### src/rtl/mbox_pkg.sv
package mbox_pkg;
  typedef enum logic [1:0] {CH_IDLE, CH_READY, CH_BUSY, CH_ACKED} ch_state_e;
  localparam int unsigned ADDR_W   = 12;
  localparam int unsigned WIN_SH   = 6;
  localparam int unsigned MSG_W    = 8;
  localparam logic [3:0] R_SRC  = 4'd0;
  localparam logic [3:0] R_DST  = 4'd1;
  localparam logic [3:0] R_DCLR = 4'd2;
  localparam logic [3:0] R_DSTA = 4'd3;
  localparam logic [3:0] R_MODE = 4'd4;
  localparam logic [3:0] R_MASK = 4'd5;
  localparam logic [3:0] R_ICLR = 4'd6;
  localparam logic [3:0] R_SEND = 4'd7;
  localparam logic [ADDR_W-1:0] KEY_ADDR = 12'hA00;
  localparam logic [31:0] KEY_VAL = 32'h1ACC_E551;
endpackage

### src/rtl/mbox_lock.sv
module mbox_lock
  import mbox_pkg::*;
(
  input  logic        clk,
  input  logic        rst_n,
  input  logic        key_we,
  input  logic [31:0] key_wdata,
  output logic        locked
);
  always_ff @(posedge clk) begin
    if (!rst_n) locked <= 1'b1;
    else if (key_we) locked <= (key_wdata != KEY_VAL);
  end


  key_opens_chk: assert property (@(posedge clk) disable iff (!rst_n)
    (key_we && key_wdata == KEY_VAL) |=> !locked);

  bad_key_closes_chk: assert property (@(posedge clk) disable iff (!rst_n)
    (key_we && key_wdata != KEY_VAL) |=> locked);
endmodule

### src/rtl/mbox_chan.sv
module mbox_chan
  import mbox_pkg::*;
#(
  parameter int unsigned NVEC = 32
) (
  input  logic            clk,
  input  logic            rst_n,
  input  logic            we,
  input  logic [3:0]      woff,
  input  logic [31:0]     wdata,
  input  logic [3:0]      roff,
  output logic [31:0]     rd,
  output logic [NVEC-1:0] dpend,
  output logic [NVEC-1:0] apend,
  output ch_state_e       st
);
  logic [NVEC-1:0] src, dst, mask;
  logic            auto_ack;
  logic [31:0]     msg [MSG_W];
  logic [NVEC-1:0] wv, dclr_next;
  logic            wv_onehot;

  assign wv        = wdata[NVEC-1:0];
  assign wv_onehot = (wdata != 32'd0) && ((wdata & (wdata - 32'd1)) == 32'd0);
  assign dclr_next = dpend & ~wv;

  always_ff @(posedge clk) begin
    if (!rst_n) begin
      st <= CH_IDLE; src <= '0; dst <= '0; mask <= '1;
      auto_ack <= 1'b0; dpend <= '0; apend <= '0;
      for (int i = 0; i < MSG_W; i++) msg[i] <= '0;
    end else if (we) begin
      case (woff)
        R_SRC: begin
          if (st == CH_IDLE && wv_onehot) begin
            src <= wv; st <= CH_READY;
          end else if (st == CH_READY && wdata == 32'd0) begin
            src <= '0; st <= CH_IDLE;
          end
        end
        R_DST:  dst <= wv;
        R_DCLR: begin
          dpend <= dclr_next;
          if (st == CH_BUSY && dclr_next == '0) st <= CH_READY;
        end
        R_MODE: auto_ack <= wdata[0];
        R_MASK: mask <= wv;
        R_ICLR: begin
          apend <= apend & ~wv;
          if (st == CH_ACKED && (wv & src) != '0) st <= CH_READY;
        end
        R_SEND: begin
          if (st == CH_READY && wdata == 32'(src)) begin
            dpend <= dpend | (dst & ~mask);
            if (auto_ack) begin
              apend <= apend | src; st <= CH_ACKED;
            end else st <= CH_BUSY;
          end
        end
        R_DSTA: ;
        default: if (st == CH_READY) msg[woff[2:0]] <= wdata;
      endcase
    end
  end

  always_comb begin
    case (roff)
      R_SRC:  rd = 32'(src);
      R_DST:  rd = 32'(dst);
      R_DSTA: rd = 32'(dpend);
      R_MODE: rd = {24'd0, st == CH_ACKED, 1'b0, st == CH_READY, st == CH_IDLE, 3'd0, auto_ack};
      R_MASK: rd = 32'(mask);
      R_DCLR, R_ICLR, R_SEND: rd = 32'd0;
      default: rd = msg[roff[2:0]];
    endcase
  end


  claim_onehot_chk: assert property (@(posedge clk) disable iff (!rst_n)
    ($past(st) == CH_IDLE && st == CH_READY) |-> $onehot(src));

  idle_no_owner_chk: assert property (@(posedge clk) disable iff (!rst_n)
    (st == CH_IDLE) |-> (src == '0));

  acked_has_irq_chk: assert property (@(posedge clk) disable iff (!rst_n)
    (st == CH_ACKED) |-> ((apend & src) != '0));

  pend_only_on_send_chk: assert property (@(posedge clk) disable iff (!rst_n)
    !(we && woff == R_SEND) |=> ((dpend & ~$past(dpend)) == '0));
endmodule

### src/rtl/mbox_ctrl.sv
module mbox_ctrl
  import mbox_pkg::*;
#(
  parameter int unsigned NCH  = 4,
  parameter int unsigned NVEC = 32
) (
  input  logic        clk,
  input  logic        rst_n,
  input  logic        wr_en,
  input  logic        rd_en,
  input  logic [11:0] addr,
  input  logic [31:0] wdata,
  output logic [31:0] rdata,
  output logic        rd_valid,
  output logic [31:0] dst_irq,
  output logic [31:0] ack_irq
);
  localparam int unsigned CHW = (NCH > 1) ? $clog2(NCH) : 1;
  localparam int unsigned WIN_END = NCH << WIN_SH;

  logic            locked, in_win, is_key;
  logic [CHW-1:0]  ch_idx;
  logic [3:0]      off;
  logic [31:0]     ch_rd [NCH];
  logic [NVEC-1:0] ch_dp [NCH];
  logic [NVEC-1:0] ch_ap [NCH];
  ch_state_e       ch_st [NCH];
  logic [2*NCH-1:0] st_flat;
  logic [NVEC-1:0] dst_or, ack_or;

  assign in_win = 32'(addr) < WIN_END;
  assign is_key = addr == KEY_ADDR;
  assign ch_idx = addr[WIN_SH +: CHW];
  assign off    = addr[5:2];

  mbox_lock u_lock (
    .clk(clk), .rst_n(rst_n), .key_we(wr_en && is_key),
    .key_wdata(wdata), .locked(locked)
  );

  for (genvar g = 0; g < NCH; g++) begin : g_ch
    mbox_chan #(.NVEC(NVEC)) u_ch (
      .clk(clk), .rst_n(rst_n),
      .we(wr_en && !locked && in_win && ch_idx == CHW'(g)),
      .woff(off), .wdata(wdata), .roff(off), .rd(ch_rd[g]),
      .dpend(ch_dp[g]), .apend(ch_ap[g]), .st(ch_st[g])
    );
    assign st_flat[2*g +: 2] = ch_st[g];
  end

  always_comb begin
    dst_or = '0;
    ack_or = '0;
    for (int i = 0; i < NCH; i++) begin
      dst_or |= ch_dp[i];
      ack_or |= ch_ap[i];
    end
  end
  assign dst_irq = 32'(dst_or);
  assign ack_irq = 32'(ack_or);

  always_ff @(posedge clk) begin
    if (!rst_n) begin
      rdata <= '0; rd_valid <= 1'b0;
    end else begin
      rd_valid <= rd_en;
      if (rd_en) begin
        if (is_key)      rdata <= {31'd0, locked};
        else if (in_win) rdata <= ch_rd[ch_idx];
        else             rdata <= '0;
      end
    end
  end


  locked_freeze_chk: assert property (@(posedge clk) disable iff (!rst_n)
    (locked && !(wr_en && is_key)) |=> $stable(st_flat));

  read_answer_chk: assert property (@(posedge clk) disable iff (!rst_n)
    rd_en |=> rd_valid);

  irq_or_chk: assert property (@(posedge clk) disable iff (!rst_n)
    ((ch_dp[0] & ~dst_or) == '0) && ((ch_ap[0] & ~ack_or) == '0));
endmodule

### config.mk
export PLATFORM = sky130hd
export DESIGN_NAME = mbox_ctrl
export DESIGN_NICKNAME = d
export VERILOG_FILES = /design/src/rtl/mbox_pkg.sv /design/src/rtl/mbox_lock.sv /design/src/rtl/mbox_chan.sv /design/src/rtl/mbox_ctrl.sv
export SDC_FILE = /design/constraint.sdc
export NUM_CORES = 2
export LEC_CHECK = 0
export BUFFER_PORTS_ARGS = -buffer_cell sky130_fd_sc_hd__clkbuf_2
export CORE_MARGIN = 3
export CORE_UTILIZATION = 60
export DETAILED_ROUTE_END_ITERATION = 8
export GPL_TIMING_DRIVEN = 0
export PLACE_DENSITY = 0.77
export SYNTH_ARGS = -nofsm -noshare
export SYNTH_HDL_FRONTEND = slang
export SYNTH_SLANG_ARGS = --single-unit
### constraint.sdc
create_clock -name clk -period 6.5 [get_ports clk]
set_input_delay 0.325 -clock clk [delete_from_list [all_inputs] [get_ports clk]]
set_output_delay 0.325 -clock clk [all_outputs]
set_load 0.02 [all_outputs]
==> impl_results.md, run 1 <==
* Post-cts resize count at 0
* Tool error: [ERROR GRT-0232] Routing congestion too high. Check the congestion heatmap in the GUI.
* Cells after DPL at 9,272
* Dpl hpwl at 332,900 µm
* Cell Rows at 134
* Placed inst area at 85,060 µm²
* Routability cong. at 1.228
* Synthesized cell area at 80,860 µm²
* Initial Util at 60.51%
* Clock root cell: clkbuf_16
* CTS Buf Count at 174
* Failed at: global routing
* I/O pins at 145
* GRT Overall Usage at 70.52%
* Grt total ovfl at 19
* Postcts setup bufs at 0
* DIE HEIGHT at 373.1 µm
* CTS sink count at 1,710
* Ys flop type: edfxtp_1
* Async SR Flop Fraction at 0%
* Die Wd at 373.1 µm
* Pin count of the biggest net entering global routing at 33
* I/O Buffers at 142
* H-tree Lvls at 4
* Register area share after synthesis at 55.01%
* Status: aborted with a tool error
* Synth Warn # at 0
* Post-Syn Nets at 7,492
* Unique masters post-synth at 82
* Hold Buf Count CTS at 1
* Synth Register Bits at 1,710
* Clock Path Buffers at 3
* Mean Syn Cell Area at 11.05 µm²
* Post-Synthesis Cells at 7,316
* Number of synthesized flops with an enable pin at 1,024
* Setup slack at placement at 0.5647 ns
==> synth_stat cells (all sizes together), types with 6 or more instances <==
cell type / number / area (µm²)
a22oi: 274 / 2057
clkbuf: 647 / 2429
ha: 128 / 1602
buf: 105 / 493.0
a222oi: 31 / 310.3
a21o: 52 / 390.4
o22ai: 9 / 56.30
or2: 9 / 56.31
nor4b: 6 / 52.55
nor4: 127 / 864.6
mux2i: 135 / 1351
a22o: 71 / 621.9
a31o: 32 / 280.3
o2bb2ai: 47 / 411.6
a2bb2oi: 25 / 219.0
a211oi: 16 / 125.1
nor2b: 71 / 444.2
o2111ai: 9 / 78.83
and3: 53 / 331.6
a2111oi: 52 / 455.4
nor3: 332 / 1673
mux2: 6 / 67.56
nand3: 54 / 270.3
dfxtp: 686 / 13730
nand2: 845 / 3174
inv: 114 / 427.9
mux4: 256 / 5766
or4: 69 / 521.8
a31oi: 78 / 488.0
nand2b: 59 / 369.1
a21oi: 380 / 1902
o31ai: 21 / 181.4
and2: 740 / 4629
a221oi: 31 / 271.5
nor2: 304 / 1141
or3: 8 / 50.05
o211ai: 102 / 765.7
edfxtp: 1024 / 30750
nand4: 30 / 200.2
o221ai: 24 / 210.2
o21ai: 150 / 750.7
nor3b: 52 / 390.4
==> cells by family after synthesis <==
logic type,Yosys count,synth area share [%]
adder cells (fa/ha/maj),132,2.032
AND/OR/NAND/NOR,2771,17.67
flip-flops,1710,55.01
AO/OA/AOI/OAI,1440,12.26
buffers and inverters,866,4.142
multiplexers,397,8.885
==> per-stage QoR <==
step                      utilization [%]  setup TNS, ns
after floorplan                         -              0
after global placement              62.70       -2188.76
after detailed placement            63.65              0
after CTS                           68.03              0
==> routing by layer <==
metal	track usage, %	overflow
met5	22.23	0
met1	72.12	0
met4	70.40	10
met2	88.08	8
met3	51.68	1
==> inputs of run 2 (changes only) <==
- CORE_UTILIZATION: 60 -> 40
- PLACE_DENSITY: 0.77 -> unset
- PLACE_DENSITY_LB_ADDON: unset -> 0.15
==> run 2 against run 1 <==
The flow now finishes, with violations (capacitance limit, slew limit). Synthesized area unchanged. Synthesized cell count stayed put.
==> impl_results.md, run 2 <==
* Fin. max-slew vios at 325
* Pin count of the biggest net entering global routing at 30
* Vias per inst at 6.737
* Cell taking the most area after synthesis: edfxtp_1
* Global-route wire length before repair at 649,400 µm
* Reg2Reg Launch Point: g_ch[1].u_ch.src[24]$_SDFFE_PN0P_
* First drt pass iteration count at 9
* Initial Util at 40.37% (-20 points)
* Drt wl/cell at 47.45 µm
* Vias post-DR at 71,350
* Sequential cell area at 44,480 µm²
* Mean Syn Cell Area at 11.05 µm² (unchanged)
* Minimum setup slack among reg-to-reg paths at 0.48 ns
* Routed wire length at 502,500 µm
* Grt total ovfl at 0
* # DRC at 0
* LEAKAGE at 0.03329 µW
* CTS clk-pin slew, worst paths at 0.06 ns
* PD cells at 271.8 nW/µm²
* Final Setup Violations at 0
* Setup CP Type: in -> reg
* Status: complete, but fails checks
* Slew headroom at -14.99%
* Worst Slack Setup Final at 0.2155 ns
* Adder-cell share of the synthesized area at 2.032% (unchanged)
* Tot Pwr at 25,270 µW
* MaxCap Viol Count at 40
* CP startpoint kind: input port
* Hold Path End: rdata[7]$_SDFFE_PN0P_
* Top reg by flops: g_ch.u_ch.msg
* Area share of the largest cell type after synthesis at 38.03% (unchanged)
* Die Wd at 455.6 µm (+22%)
* Postcts setup bufs at 0 (unchanged)
* Setup TNS Final at 0 ns
* Max IR drop VDD at 281.4 µV
* I/O Buffers at 142 (unchanged)
* Post-DRT Antenna Nets at 0
* Main combinational cell family by area after synthesis: simple AND/OR/NAND/NOR gates
* Clock Path Buffers at 3 (unchanged)
* Post-Synthesis Cells at 7,316 (unchanged)
* Clock skew at 0.08510 ns
* Post-synthesis compound-gate area fraction at 12.26% (unchanged)
* Ys flop type: edfxtp_1
* CTS tree: done
* Clock root cell: clkbuf_16
* Number of global-route vias before repair at 66,472
* Final Hold Viols at 0
* Slew of the pin with the lowest slew margin at 1.681 ns
* Layout area overhead at 14.97%
* Hold/Removal Path Class: in -> reg
* Nets at 7,893
* RSZ-0062 raised after global routing: no
* Arr. time, crit path at 7.11 ns
* CP endpoint kind: register
* Post-synthesis mux area share at 8.885% (unchanged)
* Commonest cells after routing, fill and taps aside: edfxtp_1, nand2_1, and2_1
* Setup slack at placement at -0.06865 ns (-0.6334 ns)
* Post-Synth XOR/XNOR Area at 0% (unchanged)
* Violated checks: capacitance limit, slew limit
* Area occupied by multi-input gates at 33,480 µm²
* Worst reg2reg path depth at 11
* Initial antenna violation count at 75
* Fill cells at 18,838
* CTS sink count at 1,710 (unchanged)
* Simple-gate share of the synthesized area at 17.67% (unchanged)
* Min-delay src: rd_en
* Share of cells above drive strength 1 at 11.92%
* Routability cong. at 1.063 (-13%)
* Unique masters post-synth at 82 (unchanged)
* GRT Overall Usage at 47.23%
* Most common cell after layout, fill and taps aside: edfxtp_1
* Number of synthesized flops with an enable pin at 1,024 (unchanged)
* Reg-to-reg endpoint: g_ch[1].u_ch.dpend[19]$_SDFFE_PN0P_
* Most numerous cell in the Yosys netlist: edfxtp_1
* Cell Rows at 164 (+22%)
* I/O pins at 145 (unchanged)
* Later-pin clock latency in the skew report at 0.93 ns
* Final period util at 96.68%
* Tmin final at 6.284 ns
* Area contributors post-synth: edfxtp_1, dfxtp_1, mux4_2
* CTS Buf Count at 192 (+10%)
* Post-Syn Nets at 7,492 (unchanged)
* CP Max Fanout at 10
* H-tree Lvls at 4 (unchanged)
* Die area at 207,600 µm²
* Fmax at 159.1 MHz
* DR iter-0 viols at 11,202
* Register area share after synthesis at 55.01% (unchanged)
* DIE HEIGHT at 455.6 µm (+22%)
* Post-cts resize count at 0 (unchanged)
* Dpl hpwl at 382,900 µm (+15%)
* Worst Path Required at 7.32 ns
* Async SR Flop Fraction at 0% (unchanged)
* Core ar. at 200,300 µm²
* Synth Warn # at 0 (unchanged)
* Top cells by count, synth: edfxtp_1, nand2_1, and2_1
* Hold depth at 3
* Hold Buf Count CTS at 0 (-1)
* Largest register FFs at 1,024
* Synth Register Bits at 1,710 (unchanged)
* Synthesized cell area at 80,860 µm² (unchanged)
run 2: cell counts after synthesis:
Identical to the previous run, type by type.
run 2: worst max-delay path, cell delays in order:
cell	delay (ns)
clkbuf_2	0.13
clkbuf_1	0.28
nor4b_1	1.36
clkbuf_1	0.73
clkbuf_1	1.08
a222oi_1	0.38
a2111oi_0	1.43
o221ai_1	1.00
a21oi_1	0.36
run 2: layout make-up:
cell class                 count  area share [%]
sequential                  1710           47.85
multi-input combinational   4740           36.01
clock buffer                 267           5.758
tap                         2656           3.575
buffer                       752           3.230
timing repair buffer         207           1.980
clock inverter                93          0.9947
inverter                     114          0.4603
antenna                       51          0.1373
run 2: cell families (layout without fill, tap and decap cells):
group | Yosys count | after routing
buffers and inverters | 866 | 1433
other | 0 | 51
DFF | 1710 | 1710
AOI/OAI and AO/OA | 1440 | 1440
and+or+nand+nor | 2771 | 2771
adders and majority gates | 132 | 132
muxes | 397 | 397
run 2: how the worst max path moves through the flow:
stage | startpoint | to | slack [ns] | cells after the start
3_3_place_gp | addr[11] | g_ch[3].u_ch.msg[6][20]$_SDFFCE_PN0P_ | -3.78 | 8
4_1_cts | addr[3] | g_ch[0].u_ch.msg[7][19]$_SDFFCE_PN0P_ | 0.85 | 8
6_report | addr[3] | rdata[15]$_SDFFE_PN0P_ | 0.22 | 9
2_1_floorplan | addr[11] | g_ch[1].u_ch.msg[4][0]$_SDFFCE_PN0P_ | 1.33 | 8
3_5_place_dp | addr[3] | rdata[14]$_SDFFE_PN0P_ | -0.07 | 10
5_1_grt | g_ch[0].u_ch.src[1]$_SDFFE_PN0P_ | g_ch[0].u_ch.dpend[1]$_SDFFE_PN0P_ | 0.81 | 11
run 2: power by group:
group          total, µW  switching [µW]  internal (µW)
sequential         11700            60.6          11700
combinational       2410            1890            520
clock              11100            5020           6110
run 2: routing by layer:
metal,part of all wire (%),global-route usage [%],up-vias
met5,0.041,0,-
met4,12,45.33,30
met3,11,15.05,1855
met2,43,69.32,5726
met1,34,54.22,35760
li1,-,-,27979
run 2: per-stage QoR:
stage	util [%]	cells	area, µm²	hold WS, ns
2_1_floorplan	-	7316	80860	0.4424
3_3_place_gp	42.39	10114	84890	0.4534
3_5_place_dp	43.17	10173	86460	0.4557
4_1_cts	46.31	10533	92740	0.05701
5_1_grt	46.36	10546	92850	0.06812
6_report	46.42	10590	92960	0.07921
No activity file was read; power rests on OpenSTA's default activity.
